`src/rtl/vcsp_pkg.sv`:
```
package vcsp_pkg;

    localparam int WORD_W   = 16;
    localparam int SAMPLE_W = 14;
    localparam int CTRL_W   = WORD_W - SAMPLE_W;
    localparam int CNT_W    = $clog2(WORD_W + 1);

    typedef logic [WORD_W-1:0]   word_t;
    typedef logic [SAMPLE_W-1:0] smp_t;

    typedef enum logic [CTRL_W-1:0] {
        CB_SAMPLE    = 2'b00,
        CB_NEXT_CTRL = 2'b11
    } ctrl_bits_e;

    typedef enum logic [1:0] {
        CFG_IDLE,
        CFG_FLAG,
        CFG_SEND
    } cfg_state_e;

    typedef struct packed {
        word_t word;
        logic  consume;
        logic  repeat_smp;
    } tx_choice_t;

    function automatic word_t sign_ext(input word_t w);
        return {{CTRL_W{w[WORD_W-1]}}, w[WORD_W-1:CTRL_W]};
    endfunction

    function automatic word_t pack_sample(input smp_t s, input ctrl_bits_e c);
        return {s, c};
    endfunction

endpackage

```
`src/rtl/vcsp_sync.sv`:
```
module vcsp_sync #(
    parameter int W      = 3,
    parameter int STAGES = 2
) (
    input  logic         clk,
    input  logic         rst,
    input  logic [W-1:0] d,
    output logic [W-1:0] q
);
    logic [STAGES-1:0][W-1:0] chain;

    always_ff @(posedge clk) begin
        if (rst) begin
            chain <= '0;
        end else begin
            chain[0] <= d;
            for (int i = 1; i < STAGES; i++) begin
                chain[i] <= chain[i-1];
            end
        end
    end

    assign q = chain[STAGES-1];
endmodule

```
`src/rtl/vcsp_rx.sv`:
```
module vcsp_rx
    import vcsp_pkg::*;
(
    input  logic  clk,
    input  logic  rst,
    input  logic  sclk_fall,
    input  logic  fs,
    input  logic  din,
    output word_t smp_out,
    output logic  smp_vld
);
    word_t            sh;
    logic [CNT_W-1:0] cnt;
    logic             active;

    always_ff @(posedge clk) begin
        if (rst) begin
            sh      <= '0;
            cnt     <= '0;
            active  <= 1'b0;
            smp_out <= '0;
            smp_vld <= 1'b0;
        end else begin
            smp_vld <= 1'b0;
            if (active && cnt == CNT_W'(WORD_W)) begin
                smp_out <= sign_ext(sh);
                smp_vld <= 1'b1;
                active  <= 1'b0;
            end else if (sclk_fall) begin
                if (fs) begin
                    sh     <= {{(WORD_W-1){1'b0}}, din};
                    cnt    <= CNT_W'(1);
                    active <= 1'b1;
                end else if (active) begin
                    sh  <= {sh[WORD_W-2:0], din};
                    cnt <= cnt + CNT_W'(1);
                end
            end
        end
    end
endmodule

```
`src/rtl/vcsp_tx.sv`:
```
module vcsp_tx
    import vcsp_pkg::*;
(
    input  logic  clk,
    input  logic  rst,
    input  logic  load,
    input  word_t word,
    input  logic  sclk_rise,
    output logic  dout
);
    word_t            sh;
    logic [CNT_W-1:0] left;
    logic             active;

    always_ff @(posedge clk) begin
        if (rst) begin
            sh     <= '0;
            left   <= '0;
            active <= 1'b0;
        end else if (load) begin
            sh     <= word;
            left   <= CNT_W'(WORD_W - 1);
            active <= 1'b1;
        end else if (sclk_rise && active) begin
            if (left == '0) begin
                active <= 1'b0;
                sh     <= '0;
            end else begin
                sh   <= {sh[WORD_W-2:0], 1'b0};
                left <= left - CNT_W'(1);
            end
        end
    end

    assign dout = active & sh[WORD_W-1];
endmodule

```
`src/rtl/vcsp_frame_sel.sv`:
```
module vcsp_frame_sel
    import vcsp_pkg::*;
(
    input  logic  clk,
    input  logic  rst,
    input  logic  load,
    input  smp_t  smp_in,
    input  logic  smp_in_vld,
    input  logic  cfg_req,
    input  word_t cfg_word,
    output word_t word,
    output logic  cfg_busy,
    output logic  underrun
);
    smp_t       staged;
    logic       fresh;
    cfg_state_e cfg_st;
    word_t      cfg_reg;
    tx_choice_t pick;

    always_comb begin
        pick = '0;
        unique case (cfg_st)
            CFG_SEND: begin
                pick.word = cfg_reg;
            end
            CFG_FLAG: begin
                pick.word       = pack_sample(staged, CB_NEXT_CTRL);
                pick.consume    = 1'b1;
                pick.repeat_smp = ~fresh;
            end
            default: begin
                pick.word       = pack_sample(staged, CB_SAMPLE);
                pick.consume    = 1'b1;
                pick.repeat_smp = ~fresh;
            end
        endcase
    end

    always_ff @(posedge clk) begin
        if (rst) begin
            staged   <= '0;
            fresh    <= 1'b0;
            cfg_st   <= CFG_IDLE;
            cfg_reg  <= '0;
            underrun <= 1'b0;
        end else begin
            underrun <= load & pick.repeat_smp;
            if (load && pick.consume) begin
                fresh <= 1'b0;
            end
            if (smp_in_vld) begin
                staged <= smp_in;
                fresh  <= 1'b1;
            end
            if (load) begin
                unique case (cfg_st)
                    CFG_FLAG: cfg_st <= CFG_SEND;
                    CFG_SEND: cfg_st <= CFG_IDLE;
                    default:  cfg_st <= CFG_IDLE;
                endcase
            end
            if (cfg_req && cfg_st == CFG_IDLE) begin
                cfg_st  <= CFG_FLAG;
                cfg_reg <= cfg_word;
            end
        end
    end

    assign word     = pick.word;
    assign cfg_busy = (cfg_st != CFG_IDLE);
endmodule

```
`src/rtl/vcodec_sport.sv`:
```
module vcodec_sport
    import vcsp_pkg::*;
#(
    parameter int SYNC_STAGES = 2
) (
    input  logic                clk,
    input  logic                rst,
    input  logic                cnv_sclk,
    input  logic                cnv_fs,
    input  logic                cnv_din,
    output logic                cnv_dout,
    input  logic [SAMPLE_W-1:0] smp_in,
    input  logic                smp_in_vld,
    output logic [WORD_W-1:0]   smp_out,
    output logic                smp_out_vld,
    output logic                underrun,
    input  logic                cfg_req,
    input  logic [WORD_W-1:0]   cfg_word,
    output logic                cfg_busy
);
    logic [2:0] raw_lines;
    logic [2:0] sync_lines;
    logic       sclk_s, fs_s, din_s;
    logic       sclk_q, fs_q;
    logic       sclk_rise, sclk_fall, fs_rise;
    word_t      tx_word;

    assign raw_lines = {cnv_sclk, cnv_fs, cnv_din};

    vcsp_sync #(.W(3), .STAGES(SYNC_STAGES)) u_sync (
        .clk (clk),
        .rst (rst),
        .d   (raw_lines),
        .q   (sync_lines)
    );

    assign {sclk_s, fs_s, din_s} = sync_lines;

    always_ff @(posedge clk) begin
        if (rst) begin
            sclk_q <= 1'b0;
            fs_q   <= 1'b0;
        end else begin
            sclk_q <= sclk_s;
            fs_q   <= fs_s;
        end
    end

    assign sclk_rise = sclk_s & ~sclk_q;
    assign sclk_fall = ~sclk_s & sclk_q;
    assign fs_rise   = fs_s & ~fs_q;

    vcsp_rx u_rx (
        .clk       (clk),
        .rst       (rst),
        .sclk_fall (sclk_fall),
        .fs        (fs_s),
        .din       (din_s),
        .smp_out   (smp_out),
        .smp_vld   (smp_out_vld)
    );

    vcsp_frame_sel u_sel (
        .clk        (clk),
        .rst        (rst),
        .load       (fs_rise),
        .smp_in     (smp_in),
        .smp_in_vld (smp_in_vld),
        .cfg_req    (cfg_req),
        .cfg_word   (cfg_word),
        .word       (tx_word),
        .cfg_busy   (cfg_busy),
        .underrun   (underrun)
    );

    vcsp_tx u_tx (
        .clk       (clk),
        .rst       (rst),
        .load      (fs_rise),
        .word      (tx_word),
        .sclk_rise (sclk_rise),
        .dout      (cnv_dout)
    );
endmodule

```
`config.mk`:
```
export PLATFORM = sky130hd
export DESIGN_NAME = vcodec_sport
export DESIGN_NICKNAME = d
export VERILOG_FILES = /design/src/rtl/vcsp_pkg.sv /design/src/rtl/vcsp_sync.sv /design/src/rtl/vcsp_rx.sv /design/src/rtl/vcsp_tx.sv /design/src/rtl/vcsp_frame_sel.sv /design/src/rtl/vcodec_sport.sv
export SDC_FILE = /design/constraint.sdc
export NUM_CORES = 1
export LEC_CHECK = 0
export ABC_AREA = 1
export BUFFER_PORTS_ARGS = -buffer_cell sky130_fd_sc_hd__buf_2
export CORE_ASPECT_RATIO = 0.9
export CORE_MARGIN = 4
export CORE_UTILIZATION = 40
export CTS_BUF_LIST = sky130_fd_sc_hd__clkbuf_8
export CTS_CLUSTER_DIAMETER = 30
export DETAILED_ROUTE_END_ITERATION = 6
export HOLD_SLACK_MARGIN = 0.03
export PLACE_DENSITY = 0.62
export SLEW_MARGIN = 20
export SYNTH_ARGS = -nofsm -noshare
export SYNTH_HDL_FRONTEND = slang
export SYNTH_SLANG_ARGS = --single-unit
```
`constraint.sdc`:
```
create_clock -name clk -period 2.24 [get_ports clk]
set_clock_uncertainty 0.15 [all_clocks]
set_input_delay 0.224 -clock clk [delete_from_list [all_inputs] [get_ports clk]]
set_output_delay 0.224 -clock clk [all_outputs]
set_load 0.02 [all_outputs]
```
After elaboration in Yosys (flattened, before gate mapping). Index checks and enable logic that the tools add are counted.

Register bits: 101. Input bits: 37. Output and inout bits: 20. Logic and storage cells: 77.

Add/subtract/negate cells: 2. Eq/ne operators: 4. Multiplexer cells: 21. Bitwise gates (word level): 11. Reduce and logical (&&, ||, !) cells: 20.

Operators by type and width (number): 16-bit two-way mux (5); 16-bit one-hot mux with 2 select lines (1); 4-bit two-way mux (3); 2-bit nonzero test (6); 5-bit two-way mux (2); 1-bit two-way mux (8); 2-bit AND reduction (4); 1-bit NOT (6); 2-bit OR reduction (3); 5-bit by 1-bit adder with 5-bit output (second input constant) (1); 1-bit bitwise AND (5); 5-bit equality test (second input constant) (1); 5-bit zero test (1); 5-bit by 1-bit subtractor with 5-bit output (second input constant) (1); 1-bit logical AND (4); 2-bit two-way mux (2); 3-bit AND reduction (1); 2-bit by 1-bit equality test with 1-bit output (second input constant) (1); 2-bit equality test (second input constant) (1); 2-bit zero test (1); 2-bit inequality test (second input constant) (1).

Depth between registers and ports, before layout.
Word-level depth: 5. Depth in mapped cells: 11. Mapped depth without buffers: 10.

By module. From an unflattened synthesis, not the netlist that was laid out.

Cells, all modules: 632. Area total of the unflattened synthesis: 4708.3 um^2.

By module, submodules not included: vcsp_frame_sel (instances 1, cells an instance 209, area an instance 1611.5 um^2, sequential area each 680.7 um^2); vcsp_rx (instances 1, cells an instance 217, area an instance 1601.5 um^2, sequential area each 740.7 um^2); vcsp_tx (instances 1, cells an instance 175, area an instance 1237.4 um^2, sequential area each 440.4 um^2); vcsp_sync (instances 1, cells an instance 21, area an instance 187.7 um^2, sequential area each 120.1 um^2); vcodec_sport (instances 1, cells an instance 10, area an instance 70.1 um^2, sequential area each 40.0 um^2).

Least setup slack after synthesis. OpenSTA, ideal clock, no wires.

Kind: reg-to-reg. Start: register u_sel.cfg_st[0]. End: register u_tx.sh[4]. Data arrival time: 1.458 ns. Required time: 2.025 ns. Setup slack: 0.567 ns. Cell stages (with the launch flop): 11. Cells stage by stage: dfxtp_1 inv_1 ha_1 nand2_1 clkbuf_1 nand2_1 nand2_1 nand2_1 nand2_1 nor2_1 nor2_1.

Word-level cells in the longest chain between the ends: 3. Elaborated cells on any way between the ends: 4.

Ends and longest elaborated chain: from (decl) (RTL line vcsp_frame_sel.sv:17) `cfg_state_e cfg_st;`; from (signal assigned) (RTL line vcsp_frame_sel.sv:44) `cfg_st <= CFG_IDLE;`; from (signal assigned) (RTL line vcsp_frame_sel.sv:58) `CFG_FLAG: cfg_st <= CFG_SEND;`; from (signal assigned) (RTL line vcsp_frame_sel.sv:59) `CFG_SEND: cfg_st <= CFG_IDLE;`; 2-bit by 1-bit equality test with 1-bit output or 2-bit equality test (tied branches) (RTL line vcsp_frame_sel.sv:23) `unique case (cfg_st)`; 16-bit one-hot mux with 2 select lines * (RTL line vcsp_frame_sel.sv:23); 16-bit two-way mux * (RTL line vcsp_tx.sv:20) `end else if (load) begin`; to (signal assigned) (RTL line vcsp_tx.sv:21) `sh <= word;`; to (signal assigned) (RTL line vcsp_tx.sv:29) `sh <= {sh[WORD_W-2:0], 1'b0};`; to (decl) (RTL line vcsp_tx.sv:11) `word_t sh;`.

Every way passes the cells marked *; elsewhere a longest branch is shown, timed or not. A chain may end at the register's enable or synchronous reset.

Final worst setup path.
Start: register u_sel.cfg_st[0]. End: register u_tx.sh[13].

Same word-level chain as after synthesis.

==> qor.txt <==
CP Launch Point: u_sel.cfg_st[0]
fin crit share: 82.89%
Post-Syn Area: 4312 sq um
Post-Place Worst Slack: 0.3937 ns
clk buf depth: 2
crit-path cells: inv_1 -> ha_1 -> nand2_1 -> nand2_1 -> nand2_1 -> nand2_1 -> nand2_1 -> nor2_1 -> nor2_1
Skew-Pair Late Insertion Delay: 0.35 ns
outcome: complete, no violations
standard-cell rows: 35
1st-iter DRT viols: 160
ranking of synthesized cells by area: dfxtp_1, nand2_1, nor2_1, o21ai_0, inv_1
Final WS setup: 0.3833 ns
TritonCTS buffer count: 9
# diodes: 0
worst r2r dst: u_tx.sh[13]
worst-path maximum fanout: 14
IO Pins: 57
asr flop ratio synth: 0%
clock slew at reported path FFs: 0.09 ns
PortBufs: 56
Vias: 3,957
top cells by count, synth: nand2_1, nor2_1, dfxtp_1, o21ai_0, inv_1
synth unique cells: 26
Worst Setup Start Kind: register
Critical Path End: u_tx.sh[13]
Overflow after GRT: 0
Hold Path Depth: 4
Synth Area per Inst: 6.910 sq um
routability cong.: 0.7774
largest net degree at the start of global routing: 52
Post-synth EDFFs: 0
Total GRT Usage: 16.89%
Max-Slew Margin vs Limit: 64.72%
CP endpoint kind: register
P&R area growth vs syn: 20.20%
count leader, synth: nand2_1
postcts setup bufs: 0
Util after Layout: 49.93%
Routed Antenna Nets: 0
Core Region: 10,380 sq um
slowest CP cell: dfxtp_1
CP arrival: 2.00 ns
Die Footprint: 12,510 sq um
layout cell share with drive strength beyond 1: 12.85%
Post-DP Area: 4654 sq um
width of the die: 117.4 microns
Residual DRC: 0
Syn Inst Count: 624
Yosys warning count: 0
Post-DP HPWL: 6.876 mm
cell taking the most area after synthesis: dfxtp_1
minimum clock period: 1.857 ns
Net count, final: 747
max_cap viols: 0
Tightest Hold Check Type: in2reg
static leakage: 2.400 nW
cell area power density: 656.9 nW/um^2
die height: 106.5 microns
Starting Density: 41.54%
R2R Path Start: u_sel.cfg_st[0]
cell mode on critical path: nand2_1
clk root buf: clkbuf_8
Synthesized Nets: 668
Max rail drop VDD: 0.0003779 V
sequential share of the synthesized area: 46.89%
first-pass GRT wire length: 17.82 mm
slew at the pin closest to its max-slew limit: 0.5287 ns
RSZ-0062 raised after global routing: false
Synth Flop Type: dfxtp_1
WL/cell: 12.12 microns
First-pass DRT Iterations: 4
Non-Filler Cell Area, Final: 5182 sq um
Max Fclk: 538.6 MHz
Total Routed Length: 10.14 mm
Register-to-Register Path Depth: 9
final setup TNS: 0 ns
Final Hold Viols: 0
R2R Setup Slk: 0.38 ns
CTS H-tree lvls: 3
Final Setup Violations: 0
clock sink count: 101
Worst path max stage delay: 0.39 ns
detail-routed via count per cell: 4.728
CP required: 2.38 ns
post-synth top area share: 46.89%
kind of critical path: reg2reg
max-slew violation count: 0
Worst Hold Slack: 0.05911 ns
flip-flop and latch count after synthesis: 101
CTS tree: built
vias in the first global route: 3,842
initial antenna violation count: 0
==> metal layers <==
layer	GRT usage [%]	wire length, microns
met2	29.25	4711
met3	2.766	281
met1	22.12	5040
met4	4.104	108
met5	0	0
==> power breakdown <==
group / total (mW) / switching, mW / internal, mW
combinational: 0.340 / 0.196 / 0.144
sequential: 1.90 / 0.0419 / 1.86
clock: 1.16 / 0.638 / 0.523
==> layout by cell type (no fill, tap or decap) <==
master / n
inv_1: 50
nand3_1: 29
clkinv_2: 1
nand2_2: 1
ha_1: 7
a31oi_1: 1
buf_4: 10
buf_2: 56
or2_2: 1
nor3b_1: 1
clkinvlp_4: 2
nand2_1: 174
inv_8: 1
nor2_4: 1
dlygate4sd3_1: 33
o21ai_0: 50
o211a_1: 1
nor3_1: 2
dfxtp_1: 101
clkbuf_8: 9
bufinv_16: 1
inv_2: 2
or2_1: 1
o211ai_1: 1
nor2_1: 144
nand3_2: 2
a21oi_1: 22
inv_6: 1
nor2_2: 1
nor2_8: 2
==> stage by stage <==
step	std cells	total power, mW
2_1_floorplan	624	2.142
3_3_place_gp	788	2.230
3_5_place_dp	788	2.239
4_1_cts	837	3.439
5_1_grt	837	3.561
6_report	837	3.404
==> kinds of logic after synthesis <==
family | share of synthesized area [%]
adder cells (fa/ha/maj) | 2.031
AO/OA/AOI/OAI | 8.909
flip-flops | 46.89
buffers and inverters | 8.474
AND/OR/NAND/NOR | 33.69
==> layout make-up <==
class / count / area, sq um
timing repair buffer: 99 / 685.7
fill: 1050 / 5196
inverter: 51 / 191.4
multi-input combinational: 441 / 1924
sequential: 101 / 2022
clock buffer: 9 / 123.9
clock inverter: 7 / 73.82
tap: 129 / 161.4
==> timing repair <==
item / 4_1_cts / 5_1_grt
gates resized for setup: 0 / 0
hold buffers: 33 / 0
endpoints found under the hold margin: 33 / 0
==> how the worst min path moves through the flow <==
stage | from | endpoint | slack [ns]
final | rst | u_tx.left[4] | 0.06
after floorplan | cnv_din | u_sync.chain[0] | 0.18
after detailed placement | u_sync.chain[0] | u_sync.q[0] | 0.25
after global routing | rst | u_tx.left[4] | 0.09
after CTS | rst | u_tx.left[4] | 0.05
after global placement | u_sync.chain[0] | u_sync.q[0] | 0.24
==> critical path: cells and delay by family, from the launching register on <==
kind	cells	cell delay (ns)
flops	1	0.39
buf+inv	1	0.09
fa+ha+maj	1	0.34
simple gates	7	0.82
Power figures use the tool's default switching activity.
